--- src/rtl/kwd_pkg.sv ---
package kwd_pkg;
  localparam int DATA_W  = 32;
  localparam int KEY_W   = 7;
  localparam int CNT_W   = 9;
  localparam int CMD_BIT = 8;
  localparam int KEY_LSB = 9;
  localparam logic [CNT_W-1:0] ZERO_LOAD = CNT_W'(256);

  function automatic logic [CNT_W-1:0] reload_of(input logic [DATA_W-1:0] v);
    logic [CNT_W-1:0] c;
    c = v[CNT_W-1:0];
    return (c == '0) ? ZERO_LOAD : c;
  endfunction
endpackage

--- src/rtl/kwd_gate.sv ---
module kwd_gate
  import kwd_pkg::*;
(
  input  logic [DATA_W-1:0] stored_i,
  input  logic              wr_en_i,
  input  logic [DATA_W-1:0] wr_data_i,
  output logic              accept_o
);
  logic [KEY_W-1:0] key_need;
  logic             armed;

  assign armed    = stored_i[CMD_BIT];
  assign key_need = ~stored_i[KEY_LSB +: KEY_W];
  assign accept_o = wr_en_i & (~armed | (wr_data_i[KEY_LSB +: KEY_W] == key_need));
endmodule

--- src/rtl/kwd_count.sv ---
module kwd_count
  import kwd_pkg::*;
#(
  parameter int GRACE_TICKS = 1
) (
  input  logic             clk_i,
  input  logic             rst_ni,
  input  logic             load_i,
  input  logic [CNT_W-1:0] load_val_i,
  input  logic             run_i,
  input  logic             tick_i,
  input  logic             first_i,
  output logic             expire_o
);
  localparam logic [CNT_W-1:0] GRACE_V = CNT_W'(GRACE_TICKS);

  logic [CNT_W-1:0] cnt_q;
  logic             run_q;

  assign expire_o = run_q & tick_i & ~load_i & (cnt_q == CNT_W'(1));

  always_ff @(posedge clk_i or negedge rst_ni) begin
    if (!rst_ni) begin
      cnt_q <= '0;
      run_q <= 1'b0;
    end else if (load_i) begin
      cnt_q <= load_val_i;
      run_q <= run_i;
    end else if (expire_o) begin
      // first expiry: reload grace and keep going; second: halt
      if (first_i) cnt_q <= GRACE_V;
      else         run_q <= 1'b0;
    end else if (run_q && tick_i && cnt_q > CNT_W'(1)) begin
      cnt_q <= cnt_q - CNT_W'(1);
    end
  end
endmodule

--- src/rtl/kwd_stage.sv ---
module kwd_stage (
  input  logic clk_i,
  input  logic rst_ni,
  input  logic clear_i,
  input  logic expire_i,
  output logic first_o,
  output logic nmi_o,
  output logic rst_req_o
);
  logic hit_q, nmi_q, req_q;

  always_ff @(posedge clk_i or negedge rst_ni) begin
    if (!rst_ni) begin
      hit_q <= 1'b0;
      nmi_q <= 1'b0;
      req_q <= 1'b0;
    end else if (clear_i) begin
      hit_q <= 1'b0;
      nmi_q <= 1'b0;
      req_q <= 1'b0;
    end else begin
      req_q <= expire_i & hit_q;
      if (expire_i && !hit_q) begin
        hit_q <= 1'b1;
        nmi_q <= 1'b1;
      end
    end
  end

  assign first_o   = ~hit_q;
  assign nmi_o     = nmi_q;
  assign rst_req_o = req_q;
endmodule

--- src/rtl/keyed_watchdog.sv ---
module keyed_watchdog
  import kwd_pkg::*;
#(
  parameter int GRACE_TICKS = 1
) (
  input  logic              clk_i,
  input  logic              rst_ni,
  input  logic              tick_i,
  input  logic              wr_en_i,
  input  logic [DATA_W-1:0] wr_data_i,
  output logic [DATA_W-1:0] ctrl_o,
  output logic              nmi_o,
  output logic              rst_req_o
);
  logic [DATA_W-1:0] ctrl_q;
  logic              accept, expire, first;

  kwd_gate u_gate (
    .stored_i (ctrl_q),
    .wr_en_i  (wr_en_i),
    .wr_data_i(wr_data_i),
    .accept_o (accept)
  );

  kwd_count #(.GRACE_TICKS(GRACE_TICKS)) u_count (
    .clk_i     (clk_i),
    .rst_ni    (rst_ni),
    .load_i    (accept),
    .load_val_i(reload_of(wr_data_i)),
    .run_i     (wr_data_i[CMD_BIT]),
    .tick_i    (tick_i),
    .first_i   (first),
    .expire_o  (expire)
  );

  kwd_stage u_stage (
    .clk_i    (clk_i),
    .rst_ni   (rst_ni),
    .clear_i  (accept),
    .expire_i (expire),
    .first_o  (first),
    .nmi_o    (nmi_o),
    .rst_req_o(rst_req_o)
  );

  always_ff @(posedge clk_i or negedge rst_ni) begin
    if (!rst_ni)     ctrl_q <= '0;
    else if (accept) ctrl_q <= wr_data_i;
  end

  assign ctrl_o = ctrl_q;
endmodule

--- config.mk ---
export PLATFORM = sky130hd
export DESIGN_NAME = keyed_watchdog
export DESIGN_NICKNAME = d
export VERILOG_FILES = /design/src/rtl/kwd_pkg.sv /design/src/rtl/kwd_gate.sv /design/src/rtl/kwd_count.sv /design/src/rtl/kwd_stage.sv /design/src/rtl/keyed_watchdog.sv
export SDC_FILE = /design/constraint.sdc
export NUM_CORES = 1
export LEC_CHECK = 0
export BUFFER_PORTS_ARGS = -buffer_cell sky130_fd_sc_hd__buf_2
export CORE_MARGIN = 2
export CORE_UTILIZATION = 25
export CTS_BUF_LIST = sky130_fd_sc_hd__clkbuf_4
export DETAILED_ROUTE_END_ITERATION = 6
export MAX_ROUTING_LAYER = met4
export PLACE_DENSITY = 0.48
export SLEW_MARGIN = 20
export SYNTH_ARGS = -nofsm -noshare
export SYNTH_HDL_FRONTEND = slang
export SYNTH_SLANG_ARGS = --single-unit
--- constraint.sdc ---
create_clock -name clk_i -period 5.4 [get_ports clk_i]
set_clock_uncertainty 0.2 [all_clocks]
set_input_delay 0.81 -clock clk_i [delete_from_list [all_inputs] [get_ports clk_i]]
set_output_delay 0.81 -clock clk_i [all_outputs]
set_load 0.05 [all_outputs]
Word level (Yosys, flattened, before mapping):

Cells that the tools add are included.

* eq/ne operators: 3
* $lt $le $gt $ge: 1
* add/sub/neg operators: 1
* muxes and demuxes: 11
* bitwise logic cells: 9
* reductions and logical operators: 11

Operators by type and width (count)
* $mux W9: 5
* $eq A9 B1 Y1 const B: 1
* $gt A9 B1 Y1 const B: 1
* $logic_not A9 Y1: 1
* $sub A9 B1 Y9 const B: 1
* $eq A7 B7 Y1: 1
* $not A7 Y7: 1
* $mux W1: 6
* $reduce_bool A2 Y1: 3
* $and A1 B1 Y1: 5
* $reduce_and A2 Y1: 2
* $logic_and A1 B1 Y1: 3
* $ne A3 B3 Y1 const B: 1
* $reduce_bool A3 Y1: 1
* $not A1 Y1: 2
* $logic_not A1 Y1: 1
* $or A1 B1 Y1: 1

* input bits: 36
* logic and storage cells: 41
* register bits after elaboration: 44
* output and inout bits: 34

Longest topological paths before layout:

Gate-level depths: netlist of the first run.

* depth after elaboration: 10
* depth in mapped cells: 7
* mapped depth without buffers: 7

Cells and area by module:

A second synthesis of the first run with hierarchy kept.

* cell total of the unflattened synthesis: 175
* area total of the unflattened synthesis: 2242.2 µm²

Modules (own cells, without submodules)
* keyed_watchdog: area an instance 1395.1 µm², cells an instance 79, times used 1
* kwd_count: area an instance 684.4 µm², cells an instance 80, times used 1
* kwd_gate: area an instance 90.1 µm², cells an instance 11, times used 1
* kwd_stage: area an instance 72.6 µm², cells an instance 5, times used 1

Least setup slack after synthesis of the first run:

Ideal clock, no wire load.

* kind: input-to-reg
* from: in wr_data_i[12]
* to: reg ctrl_q[0] (netlist: ctrl_o[0])
* arrival time: 1980 ps
* slack: 3095 ps
* stages: 5
* path buffers: 1
* path through: xnor2_1 -> o41ai_4 -> nand2_4 -> buf_6 -> mux2_4

* longest elaborated chain between the ends: 3

Ends and longest elaborated chain
* start: declaration: RTL line keyed_watchdog.sv:10 `input logic [DATA_W-1:0] wr_data_i,`
* $eq A7 B7 Y1: RTL line kwd_gate.sv:14 `assign accept_o = wr_en_i & (~armed | (wr_data_i[KEY_LSB +: KEY_W] == key_need));`
* $or A1 B1 Y1: RTL line kwd_gate.sv:14
* $and A1 B1 Y1: RTL line kwd_gate.sv:14
* end signal: assignment: RTL line keyed_watchdog.sv:48 `else if (accept) ctrl_q <= wr_data_i;`
* end: declaration: RTL line keyed_watchdog.sv:15 `logic [DATA_W-1:0] ctrl_q;`

Every way passes these cells.
A chain may end at the register's enable or synchronous reset.

Final worst setup path of the first run:

* from: in wr_data_i[10]
* to: reg ctrl_q[24] (netlist: ctrl_o[24])

The elaborated chain is that of the path after synthesis.

==> metrics.md, run 1 <==
| Metric | Value |
|---|---|
| Status | `complete, no violations` |
| Synth Instances | `153` |
| Mapped Area | `2180 um^2` |
| Die footprint | `9480 um^2` |
| Number of global-route vias before repair | `1,520` |
| Total Nets Final | `263` |
| Max Slew Vio Count | `0` |
| CP delay by family, top | `simple AND/OR/NAND/NOR gates` |
| Flop pwr share | `34.8%` |
| GRT Resource Usage Total | `10.1%` |
| Largest stage delay, worst path | `0.49 ns` |
| Net Sw Frac | `48.4%` |
| Min Hold Slack | `0.237 ns` |
| CTS tree | `yes` |
| Most frequent cells in the layout | `buf_2 (68), dfrtp_1 (44), mux2_4 (34), nor2_1 (8), mux2_2 (7)` |
| CP Cell Sequence | `buf_2, xor2_1, nand4_1, o41ai_4, nand2_4, mux2_4` |
| Most used flip-flop cell after synthesis | `dfrtp_1` |
| CP arrival | `2.53 ns` |
| Post-synthesis sequential area ratio | `50.5%` |
| Cts hold-fix bufs | `0` |
| Dpl hpwl | `3190 um` |
| Critical path buffers and inverters | `1` |
| PortBufs | `69` |
| H-tree level count | `2` |
| DRC | `0` |
| Initial antenna violation count | `0` |
| Die height | `97.4 um` |
| Row cnt | `34` |
| Hold WC Path Type | `input port to async pin` |
| Initial Util | `25.4%` |
| Num CTS Buffers | `5` |
| Syn. warnings | `0` |
| Comb pwr share | `55.9%` |
| Fmax | `403 MHz` |
| Post-CTS Setup Inserts | `0` |
| Final min period | `2.48 ns` |
| DRT Pass-1 Iters | `4` |
| WS Path Type | `input port to register` |
| # IOs | `70` |
| Max-cap violations | `0` |
| Mean Syn Cell Area | `14.2 um^2` |
| # setup viols final | `0` |
| Yosys reg bits | `44` |
| Chip width | `97.4 um` |
| Share of cells above drive strength 1 | `54.4%` |
| Post-route clock period utilization | `46.0%` |
| CTS Buffer Depth | `2` |
| Total Wirelength | `4440 um` |
| Worst Tran Pin Value | `0.765 ns` |
| Fin. Hold Viols | `0` |
| Synthesized Nets | `191` |
| Setup tns final | `0 ns` |
| Clock Power Share | `9.3%` |
| Most common cell after layout, fill and taps aside | `buf_2` |
| Peak supply drop | `0.000276 V` |
| Clock sink total | `44` |
| Post-synth EDFFs | `0` |
| Gr ovfl total | `0` |
| Sw Pwr | `819 uW` |
| Per-cell routed wire length | `13.3 um` |
| Post-synthesis async set-or-reset flop share | `100%` |
| PostCTS Resize Cnt | `0` |
| Clock-pin slew on the worst setup and hold paths | `0.13 ns` |
| Synthesis-to-layout area growth | `22.4%` |
| Worst endpoint required time | `5.45 ns` |
| Unrepaired setup endpoints after global routing | `no` |
| Skew-Pair Late Insertion Delay | `0.36 ns` |
| DR iter-0 viols | `82` |
| Antenna-violating nets left | `0` |
| Core area | `8590 um^2` |
| Critical Path Source Type | `input port` |
| P_int | `871 uW` |
| Slowest-stage cell, CP | `nand2_4` |
| PD cells | `633 nW/um^2` |
| Leakage | `1.34 nW` |
| Global-route wire length before repair | `7620 um` |
| Critical Path Fanout Max | `43` |
| Ant diodes | `0` |
| DR vias | `1,458` |
| Relative slew margins | `49.0%` |
| Vias/cell | `4.37` |
| Clock root cell | `clkbuf_4` |
| Cell variety after synth | `31` |
| Largest net degree at the start of global routing | `45` |
| RePlAce Congestion | `0.808` |
| Critical Path End Type | `register` |
cell usage after synthesis (all sizes together) (2+ instances only):
cell | n | area [um^2]
ha | 2 | 25.0
nand3 | 4 | 20.0
xnor2 | 3 | 26.3
mux2i | 5 | 50.1
nor4 | 4 | 31.3
o21a | 2 | 15.0
inv | 4 | 15.0
dfrtp | 44 | 1100
buf | 4 | 45.0
nor2 | 8 | 30.0
and2 | 2 | 12.5
nand2 | 4 | 22.5
o21ai | 3 | 15.0
xor2 | 4 | 35.0
a21oi | 6 | 30.0
a31oi | 2 | 12.5
mux2 | 41 | 589
logic make-up after synthesis:
kind of cell / synth area share, %
muxes: 29.3
DFF: 50.5
and+or+nand+nor: 7.69
AOI/OAI and AO/OA: 5.74
buffers and inverters: 2.76
xor gates and xnor gates: 2.81
adders and majority gates: 1.15
worst paths after layout:
check / from / endpoint / slack, ns / cells after the start
worst max-delay path: wr_data_i[10] / ctrl_o[24]$_DFFE_PN0N_ / 2.92 / 6
worst min-delay path: rst_ni / ctrl_o[15]$_DFFE_PN0N_ / 0.24 / 1
worst max register to register: ctrl_o[10]$_DFFE_PN0N_ / ctrl_o[24]$_DFFE_PN0N_ / 3.07 / 5
worst min register to register: ctrl_o[21]$_DFFE_PN0N_ / ctrl_o[21]$_DFFE_PN0N_ / 0.32 / 1
max in group asynchronous: rst_ni / ctrl_o[23]$_DFFE_PN0N_ / 4.37 / 1
min in group clk_i: ctrl_o[21]$_DFFE_PN0N_ / ctrl_o[21]$_DFFE_PN0N_ / 0.32 / 1
cell type report:
| class | instances | area, um^2 |
|---|---|---|
| Fill cell | 898 | 5920 |
| Sequential cell | 44 | 1100 |
| Multi-Input combinational cell | 101 | 1020 |
| Timing Repair Buffer | 69 | 348 |
| Tap cell | 108 | 135 |
| Clock buffer | 5 | 37.5 |
| Inverter | 4 | 15.0 |
| Clock inverter | 3 | 13.8 |
sequential cells by signal (all words and copies together), names as in the netlist:
register,cells
u_stage.rst_req_o,1
u_stage.hit_q,1
u_count.cnt_q,9
ctrl_o,32
u_count.run_q,1
power by group through the flow:
stage | clock (mW) | sequential, mW | combinational [mW]
after floorplan | 0 | 0.962 | 0.392
after global placement | 0 | 0.594 | 0.948
after detailed placement | 0 | 0.594 | 0.955
after CTS | 0.166 | 0.590 | 0.955
after global routing | 0.188 | 0.613 | 1.00
final | 0.157 | 0.588 | 0.944
through the flow:
step	util (%)	worst slack [ns]	std cells	total power, mW	area (um^2)
3_3_place_gp	30.4	2.51	326	1.54	2620
3_5_place_dp	30.4	2.51	326	1.55	2620
5_1_grt	31.1	2.79	334	1.80	2670
4_1_cts	31.0	2.90	334	1.71	2670
2_1_floorplan	-	3.09	153	1.35	2180
6_report	31.1	2.92	334	1.69	2670
per-layer routing:
layer  up-vias  share of wire [%]  global-route usage [%]
met3         4                3.8                    1.80
met4         0               0.99                    4.06
li1        691                  -                       -
met2        38                 48                    15.8
met5         -                  0                       -
met1       725                 47                    13.1
Note: power is estimated with default switching activity, not from simulation.
==> inputs of run 2 (changes only) <==
ABC_AREA = 1   (was not set)
clock period = 2.4 ns   (was 5.4 ns; I/O delays follow)
==> metrics.md, run 2 <==
| Metric | Value |
|---|---|
| Status | `complete, no violations` |
| Max-cap violations | `0` |
| Core area | `8810 um^2` |
| Largest net degree at the start of global routing | `30` |
| Total Nets Final | `420` |
| GRT Resource Usage Total | `12.6%` |
| Clock sink total | `44` |
| Clock root cell | `clkbuf_4` |
| DRT Pass-1 Iters | `4` |
| H-tree level count | `2` |
| Most used flip-flop cell after synthesis | `dfrtp_1` |
| Critical Path Source Type | `input port` |
| Post-CTS Setup Inserts | `0` |
| Row cnt | `34` |
| Ant diodes | `0` |
| # setup viols final | `0` |
| PD cells | `1270 nW/um^2` |
| Mapped Area | `2290 um^2` |
| CP delay by family, top | `simple AND/OR/NAND/NOR gates` |
| Hold WC Path Type | `input port to register` |
| Vias/cell | `4.22` |
| Gr ovfl total | `0` |
| CTS Buffer Depth | `2` |
| PortBufs | `69` |
| Largest register FFs | `32` |
| Chip width | `99.7 um` |
| Post-synth EDFFs | `0` |
| Die footprint | `9940 um^2` |
| Max Slew Vio Count | `0` |
| Post-synthesis async set-or-reset flop share | `100%` |
| Share of cells above drive strength 1 | `24.8%` |
| Post-synthesis sequential area ratio | `48.1%` |
| Largest stage delay, worst path | `0.53 ns` |
| Critical path buffers and inverters | `2` |
| Die height | `99.7 um` |
| Global-route wire length before repair | `9690 um` |
| Synth Instances | `291` |
| Peak supply drop | `0.000260 V` |
| # IOs | `70` |
| Fillcell total | `930` |
| Worst endpoint required time | `2.52 ns` |
| Setup tns final | `0 ns` |
| Initial Util | `26.0%` |
| Number of global-route vias before repair | `2,005` |
| Critical Path End Type | `register` |
| DR vias | `2,073` |
| Most common cell in the netlist | `nand2_1` |
| Yosys reg bits | `44` |
| CP arrival | `2.25 ns` |
| WS Path Type | `input port to register` |
| Most area-consuming cells after synthesis | `dfrtp_1 (48%), nand2_1 (22%), nand3_1 (6.8%)` |
| CTS tree | `yes` |
| CP Cell Sequence | `dlygate4sd3_1, buf_2, xnor2_1, nor2_1, nand2_1, nand2_4, nand2_4, nand3_4, nand2_4, nand2_1, nand2_1` |
| Total Wirelength | `5850 um` |
| Skew-Pair Late Insertion Delay | `0.37 ns` |
| Worst Tran Pin Value | `0.685 ns` |
| Post-route clock period utilization | `88.8%` |
| Num CTS Buffers | `5` |
| Synth top cells by count | `nand2_1 (135), dfrtp_1 (44), nand3_1 (31), inv_1 (26), nor2_1 (14)` |
| Final min period | `2.13 ns` |
| DRC | `0` |
| Fin. Hold Viols | `0` |
| Cell variety after synth | `23` |
| Synth area leader | `dfrtp_1` |
| Synthesized Nets | `329` |
| Antenna-violating nets left | `0` |
| Min Hold Slack | `0.0498 ns` |
| Dpl hpwl | `4310 um` |
| Most frequent cells in the layout | `nand2_1 (135), buf_2 (69), dfrtp_1 (44), nand3_1 (31), inv_1 (26)` |
| Clock-pin slew on the worst setup and hold paths | `0.14 ns` |
| Critical Path Fanout Max | `18` |
| Fmax | `469 MHz` |
| Slowest-stage cell, CP | `dlygate4sd3_1` |
| Mean Syn Cell Area | `7.86 um^2` |
| Per-cell routed wire length | `11.9 um` |
| Synthesis-to-layout area growth | `30.7%` |
| Unrepaired setup endpoints after global routing | `no` |
| Area fraction of the dominant cell type after synthesis | `48.1%` |
| Relative slew margins | `54.3%` |
| DR iter-0 viols | `120` |
| Initial antenna violation count | `0` |
| Most common cell after layout, fill and taps aside | `nand2_1` |
| Syn. warnings | `0` |
| Leakage | `1.72 nW` |
| RePlAce Congestion | `0.868` |
## run 2: per-stage QoR
| stage | instance area (um^2) | utilization [%] | total power, mW | instances | worst slack [ns] |
|---|---|---|---|---|---|
| after detailed placement | 2730 | 31.0 | 3.43 | 464 | 0.293 |
| after CTS | 2980 | 33.9 | 3.85 | 491 | 0.171 |
| after global routing | 2990 | 34.0 | 4.12 | 491 | 0.0659 |
| final | 2990 | 34.0 | 3.81 | 491 | 0.268 |
| after floorplan | 2290 | - | 2.91 | 291 | 0.478 |
| after global placement | 2730 | 31.0 | 3.42 | 464 | 0.344 |
## run 2: kinds of logic after synthesis
kind of cell	Yosys count	share of synthesized area [%]
buffers and inverters	36	8.42
xor gates and xnor gates	6	2.30
AOI/OAI and AO/OA	9	2.13
DFF	44	48.1
and+or+nand+nor	194	37.9
adders and majority gates	2	1.09
## run 2: final timing paths
| kind | start | end | slack, ns | cells past startpoint |
|---|---|---|---|---|
| worst max-delay path | wr_data_i[10] | u_count.cnt_q[5]$_DFFE_PN0P_ | 0.27 | 11 |
| worst min-delay path | wr_data_i[8] | ctrl_o[8]$_DFFE_PN0N_ | 0.05 | 3 |
| worst max register to register | u_count.cnt_q[1]$_DFFE_PN0P_ | u_count.cnt_q[5]$_DFFE_PN0P_ | 0.34 | 10 |
| worst min register to register | ctrl_o[1]$_DFFE_PN0N_ | ctrl_o[1]$_DFFE_PN0N_ | 0.29 | 2 |
| max in group asynchronous | rst_ni | ctrl_o[11]$_DFFE_PN0N_ | 1.05 | 3 |
| min in group asynchronous | rst_ni | u_count.cnt_q[8]$_DFFE_PN0P_ | 0.35 | 2 |
## run 2: per-layer routing
metal / global-route usage, % / wire length (um) / vias to the layer above
li1: - / - / 1076
met1: 16.8 / 2850 / 950
met2: 20.0 / 2740 / 41
met3: 2.11 / 196 / 6
met4: 3.16 / 65 / 0
met5: - / 0 / -
## run 2: report_power, final
part | internal [mW] | leakage (nW) | switching [mW]
registers | 1.03 | 0.546 | 0.214
clock network | 0.116 | 0.0274 | 0.273
logic | 0.605 | 1.14 | 1.57
total | 1.75 | 1.72 | 2.05
## run 2: area by class of cell
type,instances,area [um^2],share of cell area [%]
flip-flops and latches,44,1100,36.8
multi-input cells,211,1000,33.5
repair buffers,94,593,19.8
well taps,108,135,4.52
inverters,26,97.6,3.26
clock buffers,5,37.5,1.26
clock inverters,3,23.8,0.795
## run 2: tightest hold or removal path, cell delays in order
cell     delay [ns]
buf_2          0.11
nand2_1        0.07
nand2_1        0.05
## run 2: timing repair
item | in CTS | in global routing
resized for setup | 0 | 1
setup endpoints to repair | 0 | 8
hold endpoints to repair | 45 | 0
hold buffers | 19 | 0
==> inputs of run 3 (changes only) <==
BUFFER_PORTS_ARGS = not set   (was -buffer_cell sky130_fd_sc_hd__buf_2)
CORE_UTILIZATION = 45   (was 25)
DONT_BUFFER_PORTS = 1   (was not set)
PLACE_DENSITY = 0.63   (was 0.48)
==> metrics.md, run 3 (synthesized netlist as in run 2, its figures left out) <==
| Metric | Value |
|---|---|
| WS Path Type | `register to register` |
| Slowest-stage cell, CP | `dfrtp_1` |
| Die height | `75.3 um` |
| Clock-pin slew on the worst setup and hold paths | `0.14 ns` |
| Ant diodes | `0` |
| GRT Resource Usage Total | `22.0%` |
| Dpl hpwl | `3610 um` |
| Core area | `4820 um^2` |
| Antenna-violating nets left | `0` |
| PD cells | `1340 nW/um^2` |
| Most common cell after layout, fill and taps aside | `nand2_1` |
| Largest stage delay, worst path | `0.41 ns` |
| Min Hold Slack | `0.0302 ns` |
| Share of cells above drive strength 1 | `9.88%` |
| H-tree level count | `2` |
| CP Cell Sequence | `inv_1, ha_1, nand2_1, nor2_1, nand3b_4, inv_1, nand3_2, nand2_4, nand2_1, nand2_1` |
| Fmax | `458 MHz` |
| Peak supply drop | `0.000742 V` |
| Initial Util | `47.5%` |
| CTS Buffer Depth | `2` |
| DR iter-0 viols | `104` |
| Hold WC Path Type | `input port to register` |
| Largest net degree at the start of global routing | `45` |
| Post-Layout Cell Count | `401` |
| Row cnt | `25` |
| Initial antenna violation count | `0` |
| Placed cells | `359` |
| Final min period | `2.18 ns` |
| Critical Path Source Type | `register` |
| Per-cell routed wire length | `13.7 um` |
| Max-cap violations | `0` |
| Largest register FFs | `32` |
| Worst Tran Pin Value | `0.549 ns` |
| Skew-Pair Late Insertion Delay | `0.35 ns` |
| DRT Pass-1 Iters | `4` |
| Clock sink total | `44` |
| Fin. Hold Viols | `0` |
| Critical path buffers and inverters | `2` |
| Global-route wire length before repair | `9160 um` |
| DRC | `0` |
| Total Nets Final | `371` |
| Critical Path End Type | `register` |
| Unrepaired setup endpoints after global routing | `no` |
| Setup tns final | `0 ns` |
| Final core utilization | `58.2%` |
| # IOs | `70` |
| Total Power | `3.75 mW` |
| CP delay by family, top | `simple AND/OR/NAND/NOR gates` |
| Synthesis-to-layout area growth | `22.6%` |
| Critical path's most frequent cell | `nand2_1` |
| Leakage | `1.53 nW` |
| Number of global-route vias before repair | `1,950` |
| Gr ovfl total | `0` |
| Fillcell total | `430` |
| PortBufs | `0` |
| Total Wirelength | `5480 um` |
| Max Slew Vio Count | `0` |
| Vias/cell | `4.92` |
| Clock root cell | `clkbuf_4` |
| Post-route clock period utilization | `91.0%` |
| # setup viols final | `0` |
| Worst endpoint required time | `2.50 ns` |
| CP arrival | `2.28 ns` |
| RePlAce Congestion | `0.805` |
| DR vias | `1,971` |
| CTS tree | `yes` |
| Die footprint | `5670 um^2` |
| Relative slew margins | `63.4%` |
| Num CTS Buffers | `5` |
| Critical Path Fanout Max | `11` |
| Most frequent cells in the layout | `nand2_1 (135), dfrtp_1 (44), dlygate4sd3_1 (33), nand3_1 (31), inv_1 (25)` |
| Status | `complete, no violations` |
| Chip width | `75.3 um` |
==> run 3: layout make-up <==
class	count	area, um^2	area share, %
well taps	67	83.8	2.99
inverters	26	101	3.61
clock inverters	3	46.3	1.65
clock buffers	5	37.5	1.34
flip-flops and latches	44	1100	39.3
multi-input cells	211	995	35.5
repair buffers	45	440	15.7
==> run 3: timing repair <==
| item | CTS | global route |
|---|---|---|
| endpoints found under the setup margin | 0 | 9 |
| hold buffers | 34 | 0 |
| endpoints found under the hold margin | 76 | 0 |
| gates resized for setup | 0 | 1 |
| setup buffers | 0 | 0 |
==> run 3: per-layer routing <==
| metal | part of all wire (%) | global-route usage (%) | wire [um] |
|---|---|---|---|
| met1 | 45 | 29.7 | 2470 |
| met2 | 47 | 33.4 | 2600 |
| met3 | 5.9 | 5.56 | 326 |
| met4 | 1.7 | 6.04 | 91 |
| met5 | 0 | - | 0 |
==> run 3: stage by stage <==
step           instance area (um^2)  setup slack, ns
3_3_place_gp                   2360            0.277
5_1_grt                        2810           0.0221
2_1_floorplan                  2290            0.478
3_5_place_dp                   2360            0.225
4_1_cts                        2800            0.173
6_report                       2810            0.216
==> run 3: final timing paths <==
kind	from	end	slack [ns]	depth (start not counted)
max in group asynchronous	rst_ni	u_count.cnt_q[6]$_DFFE_PN0P_	1.49	2
hold / removal	wr_data_i[3]	ctrl_o[3]$_DFFE_PN0N_	0.03	2
setup reg to reg	u_count.cnt_q[1]$_DFFE_PN0P_	u_count.cnt_q[6]$_DFFE_PN0P_	0.22	10
hold reg to reg	u_count.cnt_q[1]$_DFFE_PN0P_	u_count.cnt_q[1]$_DFFE_PN0P_	0.31	2
setup / recovery	u_count.cnt_q[1]$_DFFE_PN0P_	u_count.cnt_q[6]$_DFFE_PN0P_	0.22	10
min in group asynchronous	rst_ni	u_count.cnt_q[2]$_DFFE_PN0P_	0.30	2
==> run 3: power by group <==
group	internal, mW	switching [mW]	leakage [nW]
registers	1.02	0.843	0.546
clock network	0.223	0.254	0.0418
logic	0.500	0.902	0.940
total	1.75	2.00	1.53
